## config.mk

```make
export PLATFORM = sky130hd
export DESIGN_NAME = result_drain_fifo
export DESIGN_NICKNAME = d
export VERILOG_FILES = /design/src/rtl/rf_pkg.sv /design/src/rtl/rf_rst_sync.sv /design/src/rtl/rf_store.sv /design/src/rtl/rf_ctrl.sv /design/src/rtl/rf_route.sv /design/src/rtl/result_drain_fifo.sv
export SDC_FILE = /design/constraint.sdc
export NUM_CORES = 1
export LEC_CHECK = 0
export ABC_CLOCK_PERIOD_IN_PS = 2000
export BUFFER_PORTS_ARGS = -buffer_cell sky130_fd_sc_hd__buf_2
export CAP_MARGIN = 20
export CELL_PAD_IN_SITES_DETAIL_PLACEMENT = 0
export CELL_PAD_IN_SITES_GLOBAL_PLACEMENT = 1
export CORE_ASPECT_RATIO = 1.2
export CORE_MARGIN = 2
export CORE_UTILIZATION = 47
export DETAILED_ROUTE_END_ITERATION = 6
export PLACE_DENSITY_LB_ADDON = 0.2
export SETUP_SLACK_MARGIN = 0.1
export SLEW_MARGIN = 5
export SYNTH_ARGS = -nofsm -noshare
export SYNTH_HDL_FRONTEND = slang
export SYNTH_SLANG_ARGS = --single-unit
```

## constraint.sdc

```tcl
create_clock -name clk -period 2 [get_ports clk]
set_input_delay 0.2 -clock clk [delete_from_list [all_inputs] [get_ports clk]]
set_output_delay 0.2 -clock clk [all_outputs]
set_load 0.01 [all_outputs]
```

## src/rtl/rf_pkg.sv

```systemverilog
package rf_pkg;
  localparam int unsigned RF_DATA_W = 16;
  localparam int unsigned RF_DEPTH  = 4;

  typedef enum logic {
    ROUTE_IRQ = 1'b0,
    ROUTE_DMA = 1'b1
  } route_e;
endpackage

```

## src/rtl/rf_rst_sync.sv

```systemverilog
module rf_rst_sync (
  input  logic clk,
  input  logic rst_n,
  output logic rst_n_sync
);
  logic stage_q;
  logic stage_d;
  logic out_d;

  assign stage_d = 1'b1;
  assign out_d   = stage_q;

  always_ff @(posedge clk or negedge rst_n) begin
    if (!rst_n) begin
      stage_q    <= 1'b0;
      rst_n_sync <= 1'b0;
    end else begin
      stage_q    <= stage_d;
      rst_n_sync <= out_d;
    end
  end
endmodule

```

## src/rtl/rf_store.sv

```systemverilog
module rf_store #(
  parameter int unsigned DATA_W = 16,
  parameter int unsigned DEPTH  = 4,
  localparam int unsigned PTR_W = (DEPTH > 1) ? $clog2(DEPTH) : 1
) (
  input  logic              clk,
  input  logic              wr_en,
  input  logic [PTR_W-1:0]  wr_idx,
  input  logic [DATA_W-1:0] wr_data,
  input  logic [PTR_W-1:0]  rd_idx,
  output logic [DATA_W-1:0] rd_data
);
  logic [DATA_W-1:0] slot_q [DEPTH];

  for (genvar g = 0; g < DEPTH; g++) begin : g_slot
    logic              slot_ce;
    logic [DATA_W-1:0] slot_d;

    assign slot_ce = wr_en && (wr_idx == PTR_W'(g));
    assign slot_d  = wr_data;

    always_ff @(posedge clk) begin
      if (slot_ce) begin
        slot_q[g] <= slot_d;
      end
    end
  end

  assign rd_data = slot_q[rd_idx];
endmodule

```

## src/rtl/rf_ctrl.sv

```systemverilog
module rf_ctrl #(
  parameter int unsigned DEPTH  = 4,
  localparam int unsigned PTR_W = (DEPTH > 1) ? $clog2(DEPTH) : 1,
  localparam int unsigned CNT_W = $clog2(DEPTH + 1)
) (
  input  logic             clk,
  input  logic             rst_n,
  input  logic             push_in,
  input  logic             pop_in,
  input  logic             ovf_clr,
  output logic             wr_en,
  output logic [PTR_W-1:0] wr_idx,
  output logic [PTR_W-1:0] rd_idx,
  output logic [CNT_W-1:0] count,
  output logic             not_empty,
  output logic             ovf
);
  localparam logic [CNT_W-1:0] FULL_CNT = CNT_W'(DEPTH);
  localparam logic [PTR_W-1:0] LAST_IDX = PTR_W'(DEPTH - 1);

  logic [PTR_W-1:0] wr_idx_q, wr_idx_d;
  logic [PTR_W-1:0] rd_idx_q, rd_idx_d;
  logic [CNT_W-1:0] cnt_q, cnt_d;
  logic             ovf_q, ovf_d;
  logic             pop_ok, push_ok, push_drop;
  logic             state_ce;

  always_comb begin
    pop_ok    = pop_in && (cnt_q != '0);
    push_ok   = push_in && ((cnt_q != FULL_CNT) || pop_ok);
    push_drop = push_in && !push_ok;

    wr_idx_d = wr_idx_q;
    rd_idx_d = rd_idx_q;
    cnt_d    = cnt_q;

    if (push_ok) begin
      wr_idx_d = (wr_idx_q == LAST_IDX) ? '0 : wr_idx_q + 1'b1;
    end
    if (pop_ok) begin
      rd_idx_d = (rd_idx_q == LAST_IDX) ? '0 : rd_idx_q + 1'b1;
    end
    if (push_ok && !pop_ok) begin
      cnt_d = cnt_q + 1'b1;
    end else if (pop_ok && !push_ok) begin
      cnt_d = cnt_q - 1'b1;
    end

    ovf_d = ovf_q;
    if (push_drop) begin
      ovf_d = 1'b1;
    end else if (ovf_clr) begin
      ovf_d = 1'b0;
    end

    state_ce = push_ok || pop_ok;
  end

  always_ff @(posedge clk or negedge rst_n) begin
    if (!rst_n) begin
      wr_idx_q <= '0;
      rd_idx_q <= '0;
      cnt_q    <= '0;
    end else if (state_ce) begin
      wr_idx_q <= wr_idx_d;
      rd_idx_q <= rd_idx_d;
      cnt_q    <= cnt_d;
    end
  end

  always_ff @(posedge clk or negedge rst_n) begin
    if (!rst_n) begin
      ovf_q <= 1'b0;
    end else begin
      ovf_q <= ovf_d;
    end
  end

  assign wr_en     = push_ok;
  assign wr_idx    = wr_idx_q;
  assign rd_idx    = rd_idx_q;
  assign count     = cnt_q;
  assign not_empty = (cnt_q != '0);
  assign ovf       = ovf_q;


  count_range_chk: assert property (@(posedge clk) disable iff (!rst_n)
    cnt_q <= FULL_CNT);


  empty_read_chk: assert property (@(posedge clk) disable iff (!rst_n)
    (pop_in && !push_in && cnt_q == '0) |=> ($stable(cnt_q) && $stable(rd_idx_q)));


  push_pop_chk: assert property (@(posedge clk) disable iff (!rst_n)
    (push_in && pop_in && cnt_q != '0) |=> $stable(cnt_q));


  ovf_sticky_chk: assert property (@(posedge clk) disable iff (!rst_n)
    (ovf_q && !ovf_clr) |=> ovf_q);


  full_drop_chk: assert property (@(posedge clk) disable iff (!rst_n)
    (push_in && !pop_in && cnt_q == FULL_CNT) |=> (ovf_q && $stable(wr_idx_q)));
endmodule

```

## src/rtl/rf_route.sv

```systemverilog
module rf_route
  import rf_pkg::*;
(
  input  logic clk,
  input  logic rst_n,
  input  logic enable,
  input  logic not_empty,
  input  logic sel,
  output logic irq,
  output logic dma
);
  route_e route;
  logic   want;

  always_comb begin
    route = sel ? ROUTE_DMA : ROUTE_IRQ;
    want  = enable && not_empty;
    irq   = want && (route == ROUTE_IRQ);
    dma   = want && (route == ROUTE_DMA);
  end


  route_excl_chk: assert property (@(posedge clk) disable iff (!rst_n)
    $onehot0({irq, dma}));


  req_gate_chk: assert property (@(posedge clk) disable iff (!rst_n)
    (irq || dma) |-> (enable && not_empty));
endmodule

```

## src/rtl/result_drain_fifo.sv

```systemverilog
module result_drain_fifo
  import rf_pkg::*;
#(
  parameter int unsigned DATA_W = RF_DATA_W,
  parameter int unsigned DEPTH  = RF_DEPTH,
  localparam int unsigned PTR_W = (DEPTH > 1) ? $clog2(DEPTH) : 1,
  localparam int unsigned CNT_W = $clog2(DEPTH + 1),
  localparam int unsigned BE_W  = DATA_W / 8
) (
  input  logic              clk,
  input  logic              rst_n,
  input  logic              res_valid,
  input  logic [DATA_W-1:0] res_data,
  input  logic              bus_rd,
  input  logic [BE_W-1:0]   bus_be,
  output logic [DATA_W-1:0] bus_rdata,
  input  logic              overflow_clr,
  input  logic              drain_en,
  input  logic              drain_to_dma,
  output logic [CNT_W-1:0]  fill_count,
  output logic [PTR_W-1:0]  head_ptr,
  output logic              has_data,
  output logic              overflow,
  output logic              irq_req,
  output logic              dma_req
);
  logic              rst_n_s;
  logic              pop_req;
  logic              wr_en;
  logic [PTR_W-1:0]  wr_idx;
  logic [PTR_W-1:0]  rd_idx;
  logic [DATA_W-1:0] head_data;

  rf_rst_sync u_rst (
    .clk        (clk),
    .rst_n      (rst_n),
    .rst_n_sync (rst_n_s)
  );

  assign pop_req = bus_rd && (|bus_be);

  rf_ctrl #(.DEPTH(DEPTH)) u_ctrl (
    .clk       (clk),
    .rst_n     (rst_n_s),
    .push_in   (res_valid),
    .pop_in    (pop_req),
    .ovf_clr   (overflow_clr),
    .wr_en     (wr_en),
    .wr_idx    (wr_idx),
    .rd_idx    (rd_idx),
    .count     (fill_count),
    .not_empty (has_data),
    .ovf       (overflow)
  );

  rf_store #(.DATA_W(DATA_W), .DEPTH(DEPTH)) u_store (
    .clk     (clk),
    .wr_en   (wr_en),
    .wr_idx  (wr_idx),
    .wr_data (res_data),
    .rd_idx  (rd_idx),
    .rd_data (head_data)
  );

  for (genvar b = 0; b < BE_W; b++) begin : g_lane
    assign bus_rdata[b*8 +: 8] = (has_data && bus_be[b]) ? head_data[b*8 +: 8] : 8'h00;
  end

  rf_route u_route (
    .clk       (clk),
    .rst_n     (rst_n_s),
    .enable    (drain_en),
    .not_empty (has_data),
    .sel       (drain_to_dma),
    .irq       (irq_req),
    .dma       (dma_req)
  );

  assign head_ptr = rd_idx;


  flag_match_chk: assert property (@(posedge clk) disable iff (!rst_n_s)
    has_data == (fill_count != '0));


  head_step_chk: assert property (@(posedge clk) disable iff (!rst_n_s)
    (!pop_req) |=> $stable(head_ptr));
endmodule

```

Word-level counts from Yosys, hierarchy flattened. Memories as Yosys holds them, arrays and structs flattened. Index checks and enable logic that the tools add are counted.

Flip-flop bits (word level): 10. Bits in writable memories: 64. Input port bits: 25. Output and inout bits: 25. Word-level logic and storage cells: 73. Memories kept: 1.

Add/subtract/negate cells: 4. Equal/unequal tests: 5. Muxes and demuxes: 26. Bitwise logic cells: 1. Reductions and logical operators: 30.

Memory list: u_store.slot_q (depth 4, width 16, rd ports 1, clocked after memory_dff 0, wr ports 1, line rf_store.sv:13) `logic [DATA_W-1:0] slot_q [DEPTH];`.

Operators with widths (number): 16-bit 2-to-1 mux (3); 16-bit OR reduction (3); 8-bit 2-to-1 mux (2); 1-bit logical AND (15); 1-bit 2-to-1 mux (14); 2-bit 2-to-1 mux (5); 2-bit equality test, second input constant (3); 3-bit 2-to-1 mux (2); 2-bit AND reduction (3); 2-bit by 1-bit adder with 2-bit output, second input constant (2); 2-bit nonzero test (2); 3-bit by 1-bit adder with 3-bit output, second input constant (1); 3-bit != test, second input constant (1); 3-bit nonzero test (1); 3-bit by 1-bit subtractor with 3-bit output, second input constant (1); 2-bit by 1-bit equality test with 1-bit output, second input constant (1); 1-bit logical NOT (2); 2-bit logical NOT (1); 1-bit logical OR (2); 2-bit OR reduction (1); 1-bit inverter (1).

Depth between registers and ports, before layout. Gate-level depths: netlist (run 1).

Depth in word-level cells: 12. Mapped depth: 9. Gate-level depth less buffers: 9.

Modules after synthesis. From an unflattened synthesis (run 1), not the netlist that was laid out.

Cells, all modules: 145. Area total of the unflattened synthesis: 3022.9 µm².

By module, submodules not included: rf_store (times used 1, cells an instance 88, area an instance 2377.3 µm²); rf_ctrl (times used 1, cells an instance 34, area an instance 449.2 µm²); result_drain_fifo (times used 1, cells an instance 18, area an instance 126.4 µm²); rf_rst_sync (times used 1, cells an instance 3, area an instance 53.8 µm²); rf_route (times used 1, cells an instance 2, area an instance 16.3 µm²).

Least setup slack after synthesis (run 1). OpenSTA, ideal clock, no wires.

Path kind: register to register. Start: register u_ctrl.cnt_q[1] (netlist: u_ctrl.count[1]). End: register u_ctrl.cnt_q[2] (netlist: u_ctrl.count[2]). Setup time: 0.128 ns. Arrival time: 1.966 ns. Data required time: 1.872 ns. Slack: -0.094 ns. Cell stages (with the launch flop): 10. Clock period less this slack: 2.094 ns. Cell sequence: dfrtp_1 -> or3_1 -> nor2b_1 -> inv_1 -> ha_1 -> inv_1 -> fa_1 -> xnor2_1 -> nand2_1 -> xnor2_1.

Word-level cells in the longest chain between the ends: 8. Elaborated cells between the ends (all ways): 16. Those cells by class: add/sub: 2; eq/ne: 1; mux: 2; reduce/logical: 11.

RTL lines: from (decl) (line rf_ctrl.sv:23) `logic [CNT_W-1:0] cnt_q, cnt_d;`; from (signal assigned) (line rf_ctrl.sv:67) `cnt_q <= cnt_d;`; 3-bit nonzero test (line rf_ctrl.sv:29) `pop_ok = pop_in && (cnt_q != '0);`; 1-bit logical AND (line rf_ctrl.sv:29); 1-bit logical OR (line rf_ctrl.sv:30) `push_ok = push_in && ((cnt_q != FULL_CNT) || pop_ok);`; 1-bit logical AND (line rf_ctrl.sv:30); 1-bit logical NOT (line rf_ctrl.sv:45) `end else if (pop_ok && !push_ok) begin`; 1-bit logical AND (line rf_ctrl.sv:45); 2-bit nonzero test (no line); 2-bit AND reduction (no line).

Parallel ways exist; a longest one is shown, timed or not. The select of a mux whose other input is x is not followed. A chain may end at the register's enable or synchronous reset.

Worst setup path in the final report (run 1). Ends and elaborated chain as after synthesis.

==> impl_metrics.toml, run 1 <==
[drt]
viasPerCell = 5.01
avgRoutedWirePerCell_um = 17.8
router_iterations_before_antenna_repair = 4
drcViolationCount = 0
vias = 1623
routed_wirelength_um = 5770
drt_first_iter_violations = 103
antenna_violating_nets_post_route = 0

[die]
design.portCount = 50
fp.coreArea_um2 = 6330
die_area_um2 = 7120
die_h_um = 92.0
effective_utilization_at_floorplan = 0.480
chipWidth_um = 77.3
row_count = 32

[finish]
postLayoutCellArea_um2 = 3850
antenna_cells_inserted = 0
finish.cell_count_without_fillers = 324
fillers = 492
layout_cells_sized_above_1 = 0.552
synthToLayoutAreaGrowth_pct = 26.8
finalCoreUtilization = 0.608
layout.cells.most_common = "sky130_fd_sc_hd__edfxtp_1"
nNetsFinal = 267
sequential_cell_area_um2 = 2180
combined_area_of_the_multi_input_logic_cells_um2 = 843
layout.cells.most_common_list = "sky130_fd_sc_hd__edfxtp_1 (64), sky130_fd_sc_hd__buf_2 (39), sky130_fd_sc_hd__buf_4 (22)"

[clock_network]
insertion_delay_ns = 0.34
cts-buffers-inserted = 9
cts.sinks = 74
max-clock-path-buffers = 2
clock_tree.root_cell = "sky130_fd_sc_hd__clkbuf_8"
cts_max_level = 3
cts.clk_slew.worst_paths_ns = 0.08
cts_tree = "built"

[worst_setup_path]
reg2reg_to = "u_ctrl.count[2]"
cp_max_fo = 3
reg2reg_setup_slack_ns = -0.02
critical_path.reg2reg.startpoint = "u_ctrl.count[1]"
timing_worst_setup_path_type = "reg2reg"
cp_slowest_stage_delay_ns = 0.42
critical_path.cell_chain = "or3_4 > nor2b_4 > inv_2 > ha_4 > inv_2 > fa_2 > xnor2_1 > nand2_1 > xnor2_1"
cp-end-kind = "flop"
ff2ff_path_depth = 9
slowest_cp_cell = "sky130_fd_sc_hd__dfrtp_2"
crit_path_start_kind = "flop"
timing.critical_path.arrival_ns = 2.25
crit_path_start = "u_ctrl.count[1]"
cp_data_required_time_ns = 2.23

[hold_path]
whs_path_depth = 2
holdPathEnd = "u_ctrl.ovf"
min_path_type = "in2reg"
worst_hold_startpoint = "overflow_clr"

[global_route]
grt_first_pass_wirelength_um = 9220
grt_pass1_vias = 1741
grt_antenna_before_repair = 0
leftover_overflow_at_the_end_of_global_routing = 0
overall_fraction_of_global_route_tracks_in_use = 0.178
grt_start_max_net_pins = 20

[sta]
setup_tns_ns = -0.0179
fmax_mhz = 496
holdWs_ns = 0.0319
timing_hold_violations_final = 0
grt_setup_unrepaired = "yes"
setup_viol_count_final = 1
drv_slew = 0
finalClockSkew_ns = 0.00712
setup_ws_final_ns = -0.0179
finalCritPeriodShare = 1.01
clock_period_minus_final_worst_setup_slack_ns = 2.02

[yosys]
synth_seq_area_share = 0.716
yosys.cell_types.count = 26
syn_area_um2 = 3030
synth_async_sr_flop_share = 0.135
synth_top_flop_cell = "sky130_fd_sc_hd__edfxtp_1"
postSynthRegisterBits = 74
syn_nets = 187
post_synth_inst_count = 154
synth_edf_count = 64
synthesis.area_per_instance_um2 = 19.7
ys.warnings.count = 0

[placement]
pre_cts_slack_ns = -0.0225
buffer_ports.inserted = 49
dp_hpwl_um = 3910
gp_routability_congestion = 0.756
dpl.cell_count = 302
placed_cell_area_um2 = 3510

[flow_run]
timing.max_cap.violations = 0

[power_and_ir_drop]
power_density_nw_per_um2 = 1380
power.leakage_nw = 1.50
power_total_mw = 5.30
ir_drop_mv = 0.635

[run_status]
violations = "negative setup slack"
result_of_the_run = "complete, but fails checks"
[Yosys cell counts, types with 2 or more instances]
library cell,number,area share
sky130_fd_sc_hd__edfxtp_1,64,0.63
sky130_fd_sc_hd__and3_1,17,0.035
sky130_fd_sc_hd__dfrtp_1,10,0.082
sky130_fd_sc_hd__mux4_1,8,0.069
sky130_fd_sc_hd__mux4_2,8,0.059
sky130_fd_sc_hd__ha_1,7,0.029
sky130_fd_sc_hd__inv_1,7,0.0087
sky130_fd_sc_hd__mux2_2,5,0.019
sky130_fd_sc_hd__and2_1,4,0.0082
sky130_fd_sc_hd__nor2_1,4,0.0049
sky130_fd_sc_hd__buf_2,3,0.0049
sky130_fd_sc_hd__nand2_1,2,0.0025
sky130_fd_sc_hd__xnor2_1,2,0.0058
[cells by family after synthesis]
logic type      synth area share
flops                      0.716
mux                        0.147
fa+ha+maj                 0.0355
other cells              0.00124
compound gates           0.00949
simple gates              0.0569
buf+inv                   0.0252
xor+xnor                 0.00866
[power by group]
group	internal [mW]	total [mW]	switching, mW
clock network	0.458	1.02	0.565
logic	1.16	2.10	0.938
registers	2.05	2.18	0.131
total	3.67	5.30	1.63
[routing by layer]
metal,GRT usage,up-vias,share of wire
li1,-,764,-
met1,0.218,812,0.41
met2,0.299,38,0.53
met3,0.0433,9,0.042
met4,0.0848,0,0.017
met5,0,-,0
[area by class of cell]
cell class	instances	share of cell area
clock buffers	9	0.0322
clock inverters	7	0.0137
inverters	7	0.00683
multi-input cells	67	0.219
flip-flops and latches	74	0.565
well taps	85	0.0276
repair buffers	75	0.135
[worst max path at each step]
| stage | to | slack (ns) |
|---|---|---|
| 4_1_cts | u_ctrl.count[2] | 0.005 |
| 3_5_place_dp | u_ctrl.count[2] | -0.02 |
| 2_1_floorplan | u_ctrl.count[2] | 0.004 |
| 5_1_grt | u_ctrl.count[2] | -0.07 |
| 6_report | u_ctrl.count[2] | -0.02 |
| 3_3_place_gp | u_ctrl.count[2] | 0.03 |
[repair_timing]
action | in CTS | in global routing
buffers inserted | 3 | 1
gates resized for setup | 27 | 10
hold buffers | 1 | 0
setup endpoints to repair | 21 | 22
endpoints found under the hold margin | 2 | 0
pin swaps | 16 | 3
gates cloned | 1 | 0
[flip-flops by register name, indices dropped and copies added (netlist names)]
signal            count
u_ctrl.ovf            1
u_ctrl.rd_idx         2
u_store.slot_q       64
u_rst.out_d           1
u_ctrl.count          3
u_rst.rst_n_sync      1
u_ctrl.wr_idx         2
[critical path, delay by kind of cell (launching register included)]
family / cells / cell delay [ns]
and+or+nand+nor: 3 / 0.61
buffers and inverters: 2 / 0.13
DFF: 1 / 0.42
xor gates and xnor gates: 2 / 0.29
adders and majority gates: 2 / 0.47
Note: power is estimated with default switching activity, not from simulation.
==> inputs of run 2 (changes only) <==
- CORE_UTILIZATION: 47 -> 48
- SYNTH_HIERARCHICAL: default -> 1
==> impl_metrics.toml, run 2 <==
[sta]
finalClockSkew_ns = 0.00727
setup_viol_count_final = 3
clock_period_minus_final_worst_setup_slack_ns = 2.01
holdWs_ns = 0.0448
finalCritPeriodShare = 1.01
setup_ws_final_ns = -0.0114
fmax_mhz = 497
timing_hold_violations_final = 0
grt_setup_unrepaired = "yes"
drv_slew = 0

[power_and_ir_drop]
power.internal_mw = 4.37
p_sw_mw = 1.69
ir_drop_mv = 0.995
sequentialPowerShare = 0.368
power_frac_clock = 0.219
power_density_nw_per_um2 = 1470
combinational_share_of_power = 0.412
power.share.switching = 0.278
power.leakage_nw = 1.57

[worst_setup_path]
cp_data_required_time_ns = 1.80
timing_worst_setup_path_type = "reg2out"
crit_path_start_kind = "flop"
cp_max_fo = 9
timing.critical_path.arrival_ns = 1.81
cp-end-kind = "output port"

[yosys]
synthTopCellsByArea = "sky130_fd_sc_hd__edfxtp_1 (64%), sky130_fd_sc_hd__dfrtp_1 (8.3%), sky130_fd_sc_hd__mux4_2 (7.5%), sky130_fd_sc_hd__mux4_1 (5.2%), sky130_fd_sc_hd__and3_1 (2.3%)"
syn_area_um2 = 3020
syn_nets = 175
synth_async_sr_flop_share = 0.135
synth.top_cells.by_count = "sky130_fd_sc_hd__edfxtp_1 (64), sky130_fd_sc_hd__and3_1 (11), sky130_fd_sc_hd__dfrtp_1 (10), sky130_fd_sc_hd__mux4_2 (10), sky130_fd_sc_hd__and3_2 (7)"
ys.warnings.count = 6
synthesis.area_per_instance_um2 = 20.8
yosysTopAreaCell = "sky130_fd_sc_hd__edfxtp_1"
synth_top_flop_cell = "sky130_fd_sc_hd__edfxtp_1"
synth_most_common_cell = "sky130_fd_sc_hd__edfxtp_1"
postSynthRegisterBits = 74
synth_edf_count = 64
yosys.cell_types.count = 28
synth_seq_area_share = 0.719
synth.top_cell.area_share = 0.636
post_synth_inst_count = 145

[drt]
vias = 1647
router_iterations_before_antenna_repair = 4
drt_first_iter_violations = 93
drcViolationCount = 0
routed_wirelength_um = 6110
viasPerCell = 5.23
avgRoutedWirePerCell_um = 19.4
antenna_violating_nets_post_route = 0

[finish]
fillers = 406
number_of_flip_flops_in_the_largest_register = 64
antenna_cells_inserted = 0
layout.cells.most_common = "sky130_fd_sc_hd__edfxtp_1"
layout_cells_sized_above_1 = 0.601
finalCoreUtilization = 0.682
largest-register = "u_store/slot_q"
nNetsFinal = 259
synthToLayoutAreaGrowth_pct = 36.4
layout.cells.most_common_list = "sky130_fd_sc_hd__edfxtp_1 (64), sky130_fd_sc_hd__buf_2 (32), sky130_fd_sc_hd__buf_6 (20)"
finish.cell_count_without_fillers = 315

[clock_network]
insertion_delay_ns = 0.34
cts_tree = "built"
cts_max_level = 3
cts.clk_slew.worst_paths_ns = 0.07
cts-buffers-inserted = 9
clock_tree.root_cell = "sky130_fd_sc_hd__clkbuf_8"
cts.sinks = 74
max-clock-path-buffers = 2

[die]
design.portCount = 50
die_h_um = 90.9
fp.coreArea_um2 = 6050
chipWidth_um = 76.4
die_area_um2 = 6950
row_count = 31
effective_utilization_at_floorplan = 0.500

[global_route]
grt_first_pass_wirelength_um = 9270
grt_pass1_vias = 1800
overall_fraction_of_global_route_tracks_in_use = 0.182
grt_start_max_net_pins = 17
grt_antenna_before_repair = 0
leftover_overflow_at_the_end_of_global_routing = 0

[flow_run]
timing.max_cap.violations = 0

[run_status]
result_of_the_run = "complete, but fails checks"
violations = "negative setup slack"

[placement]
pre_cts_slack_ns = -0.0941
buffer_ports.inserted = 49
dp_hpwl_um = 3690
gp_routability_congestion = 0.717
dpl.cell_count = 282

[hold_path]
min_path_type = "in2reg"
## run 2: cell types whose count changed after synthesis, moves of 2 or more
cell                      before  now
sky130_fd_sc_hd__and2_1        4    0
sky130_fd_sc_hd__and3_1       17   11
sky130_fd_sc_hd__and3_2        0    7
sky130_fd_sc_hd__and3b_1       0    3
sky130_fd_sc_hd__ha_1          7    4
sky130_fd_sc_hd__inv_1         7    3
sky130_fd_sc_hd__mux2_1        0    2
sky130_fd_sc_hd__mux2_2        5    3
sky130_fd_sc_hd__mux4_1        8    6
sky130_fd_sc_hd__mux4_2        8   10
sky130_fd_sc_hd__nor2_1        4    2
## run 2: cell families (layout without fill, tap and decap cells)
family	count (synthesis)	in the layout	share of synthesized area
flip-flops	74	74	0.719
AND/OR/NAND/NOR	31	31	0.0778
multiplexers	21	21	0.145
buffers and inverters	8	96	0.0211
adder cells (fa/ha/maj)	5	5	0.0232
XOR/XNOR	3	3	0.00869
AO/OA/AOI/OAI	2	2	0.00414
other	1	1	0.00124
## run 2: what timing repair did
action,4_1_cts,5_1_grt
setup endpoints to repair,36,21
setup buffers,12,4
endpoints found under the hold margin,2,0
cloned,2,1
hold buffers,1,0
pin swaps,4,16
gates resized for setup,25,26
## run 2: per-layer routing
layer / wire [um] / vias to the layer above / track usage
met3: 209 / 6 / 0.0368
met5: 0 / - / 0
met4: 67 / 0 / 0.0879
met1: 2510 / 848 / 0.213
met2: 3320 / 43 / 0.322
li1: - / 750 / -
## run 2: stage by stage
step | setup TNS, ns | power (mW) | instance area (um^2)
6_report | -0.0166 | 6.06 | 4120
5_1_grt | -0.660 | 6.35 | 4120
2_1_floorplan | 0 | 3.39 | 3070
3_5_place_dp | -0.787 | 4.02 | 3510
3_3_place_gp | -0.0186 | 3.93 | 3510
4_1_cts | -0.167 | 5.83 | 4000
## run 2: final cells by class
| cell class | instances | area, um^2 | share of cell area |
|---|---|---|---|
| clock buffers | 9 | 124 | 0.0300 |
| well taps | 82 | 103 | 0.0249 |
| clock inverters | 6 | 106 | 0.0258 |
| repair buffers | 78 | 721 | 0.175 |
| multi-input cells | 63 | 881 | 0.214 |
| inverters | 3 | 13.8 | 0.00334 |
| flip-flops and latches | 74 | 2180 | 0.528 |
## run 2: worst max-delay path: stages (launching register included)
cell,delay [ns]
sky130_fd_sc_hd__dfrtp_2,0.44
sky130_fd_sc_hd__or3_4,0.46
sky130_fd_sc_hd__buf_6,0.15
sky130_fd_sc_hd__buf_16,0.13
sky130_fd_sc_hd__and3_1,0.16
sky130_fd_sc_hd__buf_2,0.13
## run 2: power by group through the flow
stage	registers, mW	logic (mW)	clock network [mW]
final	2.23	2.50	1.33
after global routing	2.26	2.65	1.43
after CTS	2.22	2.26	1.34
after detailed placement	2.28	1.73	0
after global placement	2.24	1.68	0
after floorplan	2.25	1.14	0
## run 2: worst paths after layout
path,slack [ns],start,end,depth (start not counted)
setup / recovery,-0.01,u_ctrl/count[1],bus_rdata[11],5
hold / removal,0.04,overflow_clr,u_ctrl/ovf,2
setup reg to reg,0,u_ctrl/count[1],u_ctrl/count[1],7
hold reg to reg,0.14,u_rst/rst_n_sync,u_ctrl/rd_idx[0],0
max in group asynchronous,1.59,u_rst/rst_n_sync,u_ctrl/count[1],0
min in group asynchronous,0.14,u_rst/rst_n_sync,u_ctrl/rd_idx[0],0
==> inputs of run 3 (changes only) <==
- CORE_UTILIZATION: 48 -> 35
==> impl_metrics.toml, run 3 (same netlist as run 2, synthesis figures left out) <==
[sta]
grt_setup_unrepaired = "yes"
clock_period_minus_final_worst_setup_slack_ns = 1.99
finalClockSkew_ns = 0.00857
setup_tns_ns = 0
holdWs_ns = 0.0347
finalCritPeriodShare = 0.997
drv_slew = 0
fmax_mhz = 501
timing_hold_violations_final = 0
setup_viol_count_final = 0

[die]
fp.coreArea_um2 = 8470
die_area_um2 = 9400
design.portCount = 50
die_h_um = 106
chipWidth_um = 88.8
row_count = 37
effective_utilization_at_floorplan = 0.357

[clock_network]
cts.clk_slew.worst_paths_ns = 0.08
cts.sinks = 74
cts_tree = "built"
clock_tree.root_cell = "sky130_fd_sc_hd__clkbuf_8"
cts_max_level = 3
cts-buffers-inserted = 9
max-clock-path-buffers = 2
insertion_delay_ns = 0.35

[global_route]
grt_start_max_net_pins = 20
grt_first_pass_wirelength_um = 9640
grt_antenna_before_repair = 0
leftover_overflow_at_the_end_of_global_routing = 0
grt_pass1_vias = 1879
overall_fraction_of_global_route_tracks_in_use = 0.144

[hold_path]
min_path_type = "in2reg"
whs_path_depth = 2
worst_hold_startpoint = "overflow_clr"
holdPathEnd = "u_ctrl/ovf"

[worst_setup_path]
critical_path.reg2reg.startpoint = "u_ctrl/count[1]"
ff2ff_path_depth = 7
reg2reg_setup_slack_ns = 0.04
cp_data_required_time_ns = 1.80
timing.critical_path.arrival_ns = 1.79
timing_worst_setup_path_type = "reg2out"
cp-end-kind = "output port"
crit_path_start_kind = "flop"
cp_max_fo = 6
reg2reg_to = "u_ctrl/count[1]"

[finish]
layout_cells_sized_above_1 = 0.577
combined_area_of_the_multi_input_logic_cells_um2 = 881
nNetsFinal = 259
layout.cells.most_common = "sky130_fd_sc_hd__edfxtp_1"
sequential_cell_area_um2 = 2180
finish.cell_count_without_fillers = 351
largest-register = "u_store/slot_q"
layout.cells.most_common_list = "sky130_fd_sc_hd__edfxtp_1 (64), sky130_fd_sc_hd__buf_2 (37), sky130_fd_sc_hd__buf_4 (16)"
number_of_flip_flops_in_the_largest_register = 64
antenna_cells_inserted = 0
fillers = 743
postLayoutCellArea_um2 = 4110
synthToLayoutAreaGrowth_pct = 35.9

[placement]
gp_routability_congestion = 0.685
dpl.cell_count = 320
buffer_ports.inserted = 49
dp_hpwl_um = 3880
placed_cell_area_um2 = 3560

[drt]
drt_first_iter_violations = 70
drcViolationCount = 0
antenna_violating_nets_post_route = 0
router_iterations_before_antenna_repair = 4
avgRoutedWirePerCell_um = 18.6
viasPerCell = 4.76
vias = 1672
routed_wirelength_um = 6520

[run_status]
result_of_the_run = "complete, no violations"

[power_and_ir_drop]
power.leakage_nw = 1.57
power_density_nw_per_um2 = 1430
ir_drop_mv = 0.532

[flow_run]
timing.max_cap.violations = 0
-- run 3: cell types whose count changed in the layout (fill, tap and decap cells not counted), sizes merged --
cell / change
clkbuf: +3
buf: -1
bufinv: -1
clkinvlp: -1
inv: +1
-- run 3: stage by stage --
step / setup slack, ns / power [mW] / utilization
after global routing: -0.0573 / 6.18 / 0.485
after detailed placement: -0.0791 / 4.06 / 0.420
after global placement: -0.0460 / 3.99 / 0.420
final: 0.00587 / 5.89 / 0.485
after floorplan: 0.0171 / 3.39 / -
after CTS: -0.0256 / 5.73 / 0.471
-- run 3: repair_timing --
action                                 in CTS  in global routing
buffers inserted                            9                  2
setup endpoints to repair                  36                 20
gates cloned                                1                  3
endpoints found under the hold margin       2                  0
resized for setup                          24                 14
hold buffers                                1                  0
pin swaps                                  14                 16
-- run 3: how the worst max path moves through the flow --
stage                     startpoint               to  cells past startpoint
floorplan            u_ctrl/count[1]  u_ctrl/count[2]                      8
global placement           bus_be[1]  u_ctrl/count[1]                      9
detailed placement         bus_be[1]  u_ctrl/count[1]                      9
CTS                 u_ctrl/rd_idx[0]    bus_rdata[10]                      5
global route        u_ctrl/rd_idx[0]     bus_rdata[3]                      4
finish              u_ctrl/rd_idx[0]     bus_rdata[3]                      4
-- run 3: critical path: stages (launching register included) --
cell and delay (ns):
sky130_fd_sc_hd__dfrtp_2 0.44, sky130_fd_sc_hd__buf_12 0.15, sky130_fd_sc_hd__mux4_1 0.54, sky130_fd_sc_hd__and3_1 0.19
sky130_fd_sc_hd__buf_2 0.13
-- run 3: area by class of cell --
cell class | instances | share of cell area
Sequential cell | 74 | 0.530
Clock inverter | 5 | 0.0189
Timing Repair Buffer | 78 | 0.166
Tap cell | 117 | 0.0356
Multi-Input combinational cell | 63 | 0.214
Inverter | 3 | 0.00335
Clock buffer | 11 | 0.0320
-- run 3: power by group --
| part | switching, mW | internal [mW] | total (mW) | leakage, nW |
|---|---|---|---|---|
| clock | 0.543 | 0.702 | 1.24 | 0.105 |
| sequential | 0.171 | 2.05 | 2.22 | 0.703 |
| combinational | 0.998 | 1.43 | 2.43 | 0.762 |
-- run 3: metal layers --
metal	global-route usage	share of wire	vias to the layer above
met5	0	0	-
li1	-	-	754
met3	0.0321	0.040	12
met4	0.0649	0.017	0
met1	0.165	0.41	869
met2	0.251	0.53	37
